$ cat src/rtl/mg_pkg.sv
package mg_pkg;

    localparam int ADDR_W   = 32;
    localparam int GRAN_LOG = 5;
    localparam int BASE_W   = ADDR_W - GRAN_LOG;
    localparam int SZ_W     = 5;
    localparam int MIN_SZL  = GRAN_LOG - 1;

    typedef enum logic [1:0] {
        MT_STRONG = 2'd0,
        MT_DEVICE = 2'd1,
        MT_NORMAL = 2'd2,
        MT_RSVD   = 2'd3
    } mtype_e;

    typedef enum logic [1:0] {
        CP_NONE  = 2'd0,
        CP_WTHRU = 2'd1,
        CP_WBACK = 2'd2,
        CP_RSVD  = 2'd3
    } cpol_e;

    typedef struct packed {
        logic [BASE_W-1:0] base;
        logic              en;
        logic [SZ_W-1:0]   szl;
        logic [2:0]        perm;
        logic              xn;
        mtype_e            mtype;
        logic              shr;
        cpol_e             cpol;
    } region_cfg_t;

    typedef struct packed {
        logic [2:0] perm;
        logic       xn;
        mtype_e     mtype;
        logic       shr;
        cpol_e      cpol;
    } rule_t;

    typedef struct packed {
        mtype_e mtype;
        logic   shr;
        cpol_e  cpol;
    } attr_t;

    function automatic attr_t default_attr(input logic [2:0] slice);
        attr_t a;
        case (slice)
            3'd0:    a = '{mtype: MT_NORMAL, shr: 1'b0, cpol: CP_WTHRU};
            3'd1,
            3'd3,
            3'd4:    a = '{mtype: MT_NORMAL, shr: 1'b0, cpol: CP_WBACK};
            3'd2:    a = '{mtype: MT_DEVICE, shr: 1'b0, cpol: CP_NONE};
            3'd5,
            3'd6:    a = '{mtype: MT_DEVICE, shr: 1'b1, cpol: CP_NONE};
            default: a = '{mtype: MT_STRONG, shr: 1'b1, cpol: CP_NONE};
        endcase
        return a;
    endfunction

    function automatic logic perm_ok(input logic [2:0] perm, input logic priv,
                                     input logic wr);
        logic ok;
        case (perm)
            3'd1:    ok = priv;
            3'd2:    ok = priv | ~wr;
            3'd3:    ok = 1'b1;
            3'd4:    ok = ~wr;
            default: ok = 1'b0;
        endcase
        return ok;
    endfunction

    function automatic attr_t export_attr(input rule_t r);
        attr_t a;
        a.mtype = (r.mtype == MT_RSVD) ? MT_NORMAL : r.mtype;
        a.shr   = (a.mtype == MT_STRONG) ? 1'b1 : r.shr;
        if (a.mtype == MT_NORMAL && r.cpol != CP_RSVD) a.cpol = r.cpol;
        else                                           a.cpol = CP_NONE;
        return a;
    endfunction

endpackage

$ cat src/rtl/mg_region_hit.sv
module mg_region_hit
    import mg_pkg::*;
(
    input  logic [BASE_W-1:0] base,
    input  logic              en,
    input  logic [SZ_W-1:0]   szl,
    input  logic [ADDR_W-1:0] addr,
    output logic              hit
);
    logic [ADDR_W:0]   span;
    logic [ADDR_W-1:0] mask;
    logic [ADDR_W-1:0] base_addr;

    // Window size is 2^(szl+1); keep the address bits above it.
    always_comb begin
        span      = {(ADDR_W+1){1'b1}} << (int'(szl) + 1);
        mask      = span[ADDR_W-1:0];
        base_addr = {base, {GRAN_LOG{1'b0}}};
        hit       = en && (int'(szl) >= MIN_SZL) &&
                    ((addr & mask) == (base_addr & mask));
    end

endmodule

$ cat src/rtl/mg_regs.sv
module mg_regs
    import mg_pkg::*;
#(
    parameter int NREG   = 8,
    parameter int NALIAS = 3,
    parameter int AOFF_W = 6
) (
    input  logic                         clk,
    input  logic                         rst_n,
    input  logic                         cfg_en,
    input  logic                         cfg_write,
    input  logic                         cfg_priv,
    input  logic [AOFF_W-1:0]            cfg_addr,
    input  logic [31:0]                  cfg_wdata,
    output logic [31:0]                  cfg_rdata,
    output logic                         cfg_err,
    output logic                         ctrl_on,
    output logic                         ctrl_bg,
    output region_cfg_t [NREG-1:0]       rcfg
);
    localparam int SELW    = $clog2(NREG);
    localparam int WORD_W  = AOFF_W - 2;
    localparam int W_ID    = 0;
    localparam int W_CTRL  = 1;
    localparam int W_SEL   = 2;
    localparam int W_PAIR0 = 3;
    localparam int NPAIR   = NALIAS + 1;
    localparam logic [31:0] ID_VAL = 32'(NREG) << 8;

    typedef struct packed {
        logic                   ctrl_on;
        logic                   ctrl_bg;
        logic [SELW-1:0]        sel;
        region_cfg_t [NREG-1:0] rcfg;
        logic [31:0]            rdata;
        logic                   err;
    } state_t;

    state_t q, d;

    logic [WORD_W-1:0] word;
    logic [WORD_W-1:0] slot;
    logic              aligned;
    logic              pair_hit;
    logic              is_attr;
    logic [SELW-1:0]   tgt;
    logic [31:0]       rd_val;
    region_cfg_t       tc;

    always_comb begin
        word     = cfg_addr[AOFF_W-1:2];
        aligned  = (cfg_addr[1:0] == 2'b00);
        slot     = '0;
        pair_hit = 1'b0;
        is_attr  = 1'b0;
        tgt      = q.sel;
        if (int'(word) >= W_PAIR0 && int'(word) < W_PAIR0 + 2*NPAIR) begin
            pair_hit = aligned;
            slot     = word - WORD_W'(W_PAIR0);
            is_attr  = slot[0];
            tgt      = q.sel + SELW'(slot >> 1);
        end
        tc = q.rcfg[tgt];

        rd_val = '0;
        if (aligned) begin
            if (int'(word) == W_ID)        rd_val = ID_VAL;
            else if (int'(word) == W_CTRL) rd_val = {30'd0, q.ctrl_bg, q.ctrl_on};
            else if (int'(word) == W_SEL)  rd_val = 32'(q.sel);
        end
        if (pair_hit) begin
            if (is_attr)
                rd_val = {10'd0, tc.cpol, 1'b0, tc.shr, tc.mtype, 3'd0, tc.xn,
                          1'b0, tc.perm, 2'd0, tc.szl, tc.en};
            else
                rd_val = {tc.base, {GRAN_LOG{1'b0}}};
        end

        d     = q;
        d.err = 1'b0;
        if (cfg_en) begin
            if (!cfg_priv) begin
                d.err = 1'b1;
                if (!cfg_write) d.rdata = '0;
            end else if (!cfg_write) begin
                d.rdata = rd_val;
            end else if (aligned && int'(word) == W_CTRL) begin
                d.ctrl_on = cfg_wdata[0];
                d.ctrl_bg = cfg_wdata[1];
            end else if (aligned && int'(word) == W_SEL) begin
                d.sel = cfg_wdata[SELW-1:0];
            end else if (pair_hit) begin
                if (is_attr) begin
                    d.rcfg[tgt].en    = cfg_wdata[0];
                    d.rcfg[tgt].szl   = cfg_wdata[5:1];
                    d.rcfg[tgt].perm  = cfg_wdata[10:8];
                    d.rcfg[tgt].xn    = cfg_wdata[12];
                    d.rcfg[tgt].mtype = mtype_e'(cfg_wdata[17:16]);
                    d.rcfg[tgt].shr   = cfg_wdata[18];
                    d.rcfg[tgt].cpol  = cpol_e'(cfg_wdata[21:20]);
                end else begin
                    d.rcfg[tgt].base  = cfg_wdata[31:GRAN_LOG];
                end
            end
        end
    end

    always_ff @(posedge clk or negedge rst_n) begin
        if (!rst_n) q <= '0;
        else        q <= d;
    end

    assign cfg_rdata = q.rdata;
    assign cfg_err   = q.err;
    assign ctrl_on   = q.ctrl_on;
    assign ctrl_bg   = q.ctrl_bg;
    assign rcfg      = q.rcfg;

    AST_ERR_CAUSE: assert property (@(posedge clk) disable iff (!rst_n)
        cfg_err |-> $past(cfg_en && !cfg_priv));

    AST_CTRL_GUARD: assert property (@(posedge clk) disable iff (!rst_n)
        $past(cfg_en && !cfg_priv) |-> (ctrl_on == $past(ctrl_on)) &&
                                       (ctrl_bg == $past(ctrl_bg)));

endmodule

$ cat src/rtl/mg_check.sv
module mg_check
    import mg_pkg::*;
#(
    parameter int NREG = 8
) (
    input  logic                   clk,
    input  logic                   rst_n,
    input  logic                   acc_valid,
    input  logic [2:0]             acc_slice,
    input  logic                   acc_write,
    input  logic                   acc_fetch,
    input  logic                   acc_priv,
    input  logic                   ctrl_on,
    input  logic                   ctrl_bg,
    input  logic [NREG-1:0]        hit_vec,
    input  rule_t [NREG-1:0]       rules,
    output logic                   res_valid,
    output logic                   res_fault,
    output logic                   res_hit,
    output logic [$clog2(NREG)-1:0] res_region,
    output attr_t                  res_attr
);
    localparam int SELW = $clog2(NREG);

    typedef struct packed {
        logic            valid;
        logic            fault;
        logic            hit;
        logic [SELW-1:0] region;
        attr_t           attr;
    } res_t;

    res_t q, d;

    logic            found;
    logic [SELW-1:0] idx;
    logic            eff_wr;
    logic            bad;
    rule_t           win;
    attr_t           pick;

    always_comb begin
        found = 1'b0;
        idx   = '0;
        for (int i = 0; i < NREG; i++) begin
            if (hit_vec[i]) begin
                found = 1'b1;
                idx   = SELW'(i);
            end
        end
        win    = rules[idx];
        eff_wr = acc_write && !acc_fetch;
        bad    = 1'b0;
        pick   = default_attr(acc_slice);
        if (ctrl_on) begin
            if (found) begin
                bad  = !perm_ok(win.perm, acc_priv, eff_wr) || (acc_fetch && win.xn);
                pick = export_attr(win);
            end else begin
                bad  = !(ctrl_bg && acc_priv);
            end
        end

        d       = q;
        d.valid = acc_valid;
        if (acc_valid) begin
            d.fault  = bad;
            d.hit    = ctrl_on && found;
            d.region = (ctrl_on && found) ? idx : '0;
            d.attr   = bad ? '0 : pick;
        end
    end

    always_ff @(posedge clk or negedge rst_n) begin
        if (!rst_n) q <= '0;
        else        q <= d;
    end

    assign res_valid  = q.valid;
    assign res_fault  = q.fault;
    assign res_hit    = q.hit;
    assign res_region = q.region;
    assign res_attr   = q.attr;

    AST_RESULT_LATENCY: assert property (@(posedge clk) disable iff (!rst_n)
        res_valid == $past(acc_valid));

    AST_FAULT_NO_ATTR: assert property (@(posedge clk) disable iff (!rst_n)
        (res_valid && res_fault) |-> (res_attr == '0));

    AST_STRONG_SHARED: assert property (@(posedge clk) disable iff (!rst_n)
        (res_valid && !res_fault && res_attr.mtype == MT_STRONG) |-> res_attr.shr);

    AST_OFF_PASS: assert property (@(posedge clk) disable iff (!rst_n)
        $past(acc_valid && !ctrl_on) |-> (!res_fault && !res_hit));

    AST_UNPRIV_MISS: assert property (@(posedge clk) disable iff (!rst_n)
        (res_valid && !res_hit && $past(!acc_priv && ctrl_on)) |-> res_fault);

endmodule

$ cat src/rtl/mem_guard.sv
module mem_guard
    import mg_pkg::*;
#(
    parameter int NREG   = 8,
    parameter int NALIAS = 3,
    parameter int AOFF_W = 6
) (
    input  logic                     clk,
    input  logic                     rst_n,
    input  logic                     acc_valid,
    input  logic [31:0]              acc_addr,
    input  logic                     acc_write,
    input  logic                     acc_fetch,
    input  logic                     acc_priv,
    output logic                     res_valid,
    output logic                     res_fault,
    output logic                     res_hit,
    output logic [$clog2(NREG)-1:0]  res_region,
    output logic [1:0]               res_mtype,
    output logic                     res_shared,
    output logic [1:0]               res_cache,
    input  logic                     cfg_en,
    input  logic                     cfg_write,
    input  logic                     cfg_priv,
    input  logic [AOFF_W-1:0]        cfg_addr,
    input  logic [31:0]              cfg_wdata,
    output logic [31:0]              cfg_rdata,
    output logic                     cfg_err
);
    region_cfg_t [NREG-1:0] rcfg;
    rule_t       [NREG-1:0] rules;
    logic        [NREG-1:0] hit_vec;
    logic                   ctrl_on;
    logic                   ctrl_bg;
    attr_t                  res_attr;

    mg_regs #(.NREG(NREG), .NALIAS(NALIAS), .AOFF_W(AOFF_W)) u_regs (
        .clk       (clk),
        .rst_n     (rst_n),
        .cfg_en    (cfg_en),
        .cfg_write (cfg_write),
        .cfg_priv  (cfg_priv),
        .cfg_addr  (cfg_addr),
        .cfg_wdata (cfg_wdata),
        .cfg_rdata (cfg_rdata),
        .cfg_err   (cfg_err),
        .ctrl_on   (ctrl_on),
        .ctrl_bg   (ctrl_bg),
        .rcfg      (rcfg)
    );

    for (genvar g = 0; g < NREG; g++) begin : g_region
        mg_region_hit u_hit (
            .base (rcfg[g].base),
            .en   (rcfg[g].en),
            .szl  (rcfg[g].szl),
            .addr (acc_addr),
            .hit  (hit_vec[g])
        );
        assign rules[g] = '{perm:  rcfg[g].perm,  xn:   rcfg[g].xn,
                            mtype: rcfg[g].mtype, shr:  rcfg[g].shr,
                            cpol:  rcfg[g].cpol};
    end

    mg_check #(.NREG(NREG)) u_check (
        .clk        (clk),
        .rst_n      (rst_n),
        .acc_valid  (acc_valid),
        .acc_slice  (acc_addr[31:29]),
        .acc_write  (acc_write),
        .acc_fetch  (acc_fetch),
        .acc_priv   (acc_priv),
        .ctrl_on    (ctrl_on),
        .ctrl_bg    (ctrl_bg),
        .hit_vec    (hit_vec),
        .rules      (rules),
        .res_valid  (res_valid),
        .res_fault  (res_fault),
        .res_hit    (res_hit),
        .res_region (res_region),
        .res_attr   (res_attr)
    );

    assign res_mtype  = res_attr.mtype;
    assign res_shared = res_attr.shr;
    assign res_cache  = res_attr.cpol;

endmodule

$ cat config.mk
export PLATFORM = sky130hd
export DESIGN_NAME = mem_guard
export DESIGN_NICKNAME = d
export VERILOG_FILES = /design/src/rtl/mg_pkg.sv /design/src/rtl/mg_region_hit.sv /design/src/rtl/mg_regs.sv /design/src/rtl/mg_check.sv /design/src/rtl/mem_guard.sv
export SDC_FILE = /design/constraint.sdc
export NUM_CORES = 1
export LEC_CHECK = 0
export CAP_MARGIN = 20
export CORE_MARGIN = 2
export CORE_UTILIZATION = 35
export CTS_CLUSTER_DIAMETER = 60
export DETAILED_ROUTE_END_ITERATION = 10
export GPL_ROUTABILITY_DRIVEN = 1
export GPL_TIMING_DRIVEN = 0
export PLACE_DENSITY = 0.5
export SLEW_MARGIN = 10
export SYNTH_ARGS = -nofsm -noshare
export SYNTH_HDL_FRONTEND = slang
export SYNTH_HIERARCHICAL = 1
export SYNTH_SLANG_ARGS = --single-unit
export TNS_END_PERCENT = 5
$ cat constraint.sdc
create_clock -name clk -period 8.3 [get_ports clk]
set_clock_uncertainty 0.2 [all_clocks]
set_input_delay 1.245 -clock clk [delete_from_list [all_inputs] [get_ports clk]]
set_output_delay 1.245 -clock clk [all_outputs]
set_load 0.005 [all_outputs]
==> flow_summary.toml <==
[status]
outcome = "finished clean"

[timing]
setup_viol = 0
fmax_mhz = 135
rsz0062_at_grt = "false"
slew_headroom = 0.118
fin_tns_setup_ps = 0
fin_crit_ps = 7400
maxSlewViolCount = 0
finalHoldViolCount = 0
period_share = 0.892
whs_ps = 274
tightest_slew_ps = 1320

[setup_path]
critPathMaxFanout = 13
crit_type = "input port to flop"
critPathLaunchType = "input port"
critical_path.endpoint_type = "flop"
crit_family = "compound AO/OA/AOI/OAI gates"
crit_path_max_incr_delay_ps = 1000
crit_start = "acc_addr[30]"
crit_buf_inv = 1
worstPathArrival_ps = 7710
crit-reg2reg-launch = "u_regs/rcfg[93]"
crit_slowest_cell = "clkdlybuf4s50_1"
crit_chain = "clkdlybuf4s50_1 > xnor2_1 > or4bb_1 > nor4_1 > a31oi_1 > o32ai_2 > nor2_1 > o31ai_2 > mux4_2 > a211oi_1 > a32oi_1 > o32ai_1"
required_ps = 8610

[clock_network]
h-tree-depth = 2
clock_sinks = 385
postCtsSetupRepairBufs = 0
clk_pin_slew_ps = 60
hold_buffers = 0
insertion_delay_ps = 620
root_buffer = "clkbuf_16"
cts_buffer_depth = 3
numCtsBuffers = 51
post_cts_resized = 0
cts_tree = "yes"

[floorplan]
die_w_um = 289
fp-row-count = 104
ioPinCount = 123
initial_core_util = 0.354
fp.coreArea_sq_um = 80500
die_h_um = 289
fp.dieArea_sq_um = 83800

[synth]
synthTopCellsByArea = "dfrtp_1, mux2_2, buf_4"
synth_top_area_share = 0.338
synthesis.area_sq_um = 28500
ys_ff_latch = 385
synth.net_count = 3077
synth_top_area_cell = "dfrtp_1"
synthDistinctLibCells = 98
seq_area_frac_synth = 0.338
synth-edff-count = 0
yosysWarnings = 6
avgSynthCellArea_sq_um = 9.66
async_flop_share = 1.00
syn_inst = 2952
synth_ff_type = "dfrtp_1"

[power]
p_per_area_nw_per_um2 = 166
p_total_uw = 5480
leakage_uw = 0.0151
vdd_drop_max_uv = 163

[cells_and_area]
final.fill_count = 8029
ff_latch_area_sq_um = 9630
final_net_count = 3266
mostFrequentLayoutCells = "buf_4, dfrtp_1, mux2_2, nand2_1, xnor2_1"
area_growth_pct = 16.0
layout_commonest_cell = "buf_4"
multi_input_area_sq_um = 15100
final_area_sq_um = 33100
drive_gt1_frac = 0.297

[place]
dp_hpwl_um = 111000
placed_cell_area_sq_um = 31300
place.gp.congestion = 0.987
io_buffer_count = 120

[global_routing]
grt_pass1_vias = 24900
track_usage = 0.340
gr-total-overflow = 0
grt_start_max_net_pins = 98
grt_pass1_wl_um = 198000
antenna_found_initial = 7

[routing]
met2_wirelength_um = 64200
wl_um = 144000
ant_nets = 0
firstDrtPassIters = 6
dr_total_vias = 25200
top_layer = "met4"
routedWlPerCell_um = 33.9
drtIter0Drc = 2692
wl_met1_um = 58300
vias_per_cell = 5.94
remaining_drc_errors = 0
wl_met3_um = 10400

[hold_path]
hp-class = "input port to asynchronous set/reset pin"

[job]
cap_viol_max_count = 0
[report_power, final]
group	switching, uW	leakage, uW	internal, uW	total, uW
Sequential	87.8	0.00533	1940	2030
Clock	946	0.000854	1370	2310
Combinational	753	0.00887	383	1140
Total	1790	0.0151	3690	5480
[registers in the layout, summed over array words and instances, names as in the netlist, 3 cells and up]
name	flops
u_regs/rcfg	336
u_regs/cfg_rdata	32
u_check/res_attr	5
u_check/res_region	3
u_regs/q	3
[layout make-up]
class / count / share of cell area
diodes: 6 / 0.000454
plain buffers: 523 / 0.108
clock buffers: 72 / 0.0455
clock inverters: 21 / 0.00711
inverters: 71 / 0.00805
multi-input cells: 1973 / 0.455
flip-flops and latches: 385 / 0.291
well taps: 1060 / 0.0401
repair buffers: 136 / 0.0446
[cell usage after synthesis (9+ instances only)]
cell and instances:
o21ai_0 112, o22ai_1 61, nand2b_1 16, buf_4 391, nor3_1 52, a21oi_1 110
or4_1 10, a211oi_1 35, a21o_1 18, a221oi_1 15, o41ai_1 11, nand3_1 86
o221ai_1 28, a311oi_1 20, o31ai_1 14, o211ai_1 11, a221o_1 19, clkbuf_1 57
mux2_2 324, nand2_1 240, mux2_1 30, o22a_1 14, mux2i_1 32, buf_1 16
a21boi_0 11, and3_1 45, nor4_1 11, dfrtp_1 385, a32oi_1 9, ha_1 45
buf_2 50, a31oi_1 28, a32o_1 16, or3_1 9, nor2_1 85, xor2_1 72
xnor2_1 170, buf_6 9, nand4_1 22, nor2b_1 17, inv_1 71, nand3_2 9
[logic make-up after synthesis]
logic type | Yosys count | share of synthesized area
flops | 385 | 0.338
xor+xnor | 247 | 0.0791
compound gates | 636 | 0.159
fa+ha+maj | 46 | 0.0204
simple gates | 656 | 0.117
buf+inv | 594 | 0.134
mux | 388 | 0.153
[path summary, 6_finish.rpt]
check                                        end  slack, ps  cells past startpoint
max                          u_check/res_attr[1]        900                     12
min                        u_check/res_region[1]        270                      1
max reg2reg                  u_check/res_attr[1]       2020                     15
min reg2reg                 u_regs/cfg_rdata[22]        300                      1
max in group asynchronous        u_regs/rcfg[10]       6330                      3
min in group clk            u_regs/cfg_rdata[22]        300                      1
[layer usage]
layer / vias to the layer above / global-route usage
met1: 12900 / 0.438
met5: - / 0
met2: 1279 / 0.530
li1: 10700 / -
met3: 333 / 0.0530
met4: 0 / 0.223
[through the flow]
stage | utilization | setup slack, ps | instances
after floorplan | - | 3480 | 2952
after global placement | 0.386 | -12150 | 4132
final | 0.411 | 896 | 4247
after global routing | 0.411 | 823 | 4242
after detailed placement | 0.389 | 276 | 4147
after CTS | 0.411 | 905 | 4240
(Power assumes the default switching activity.)
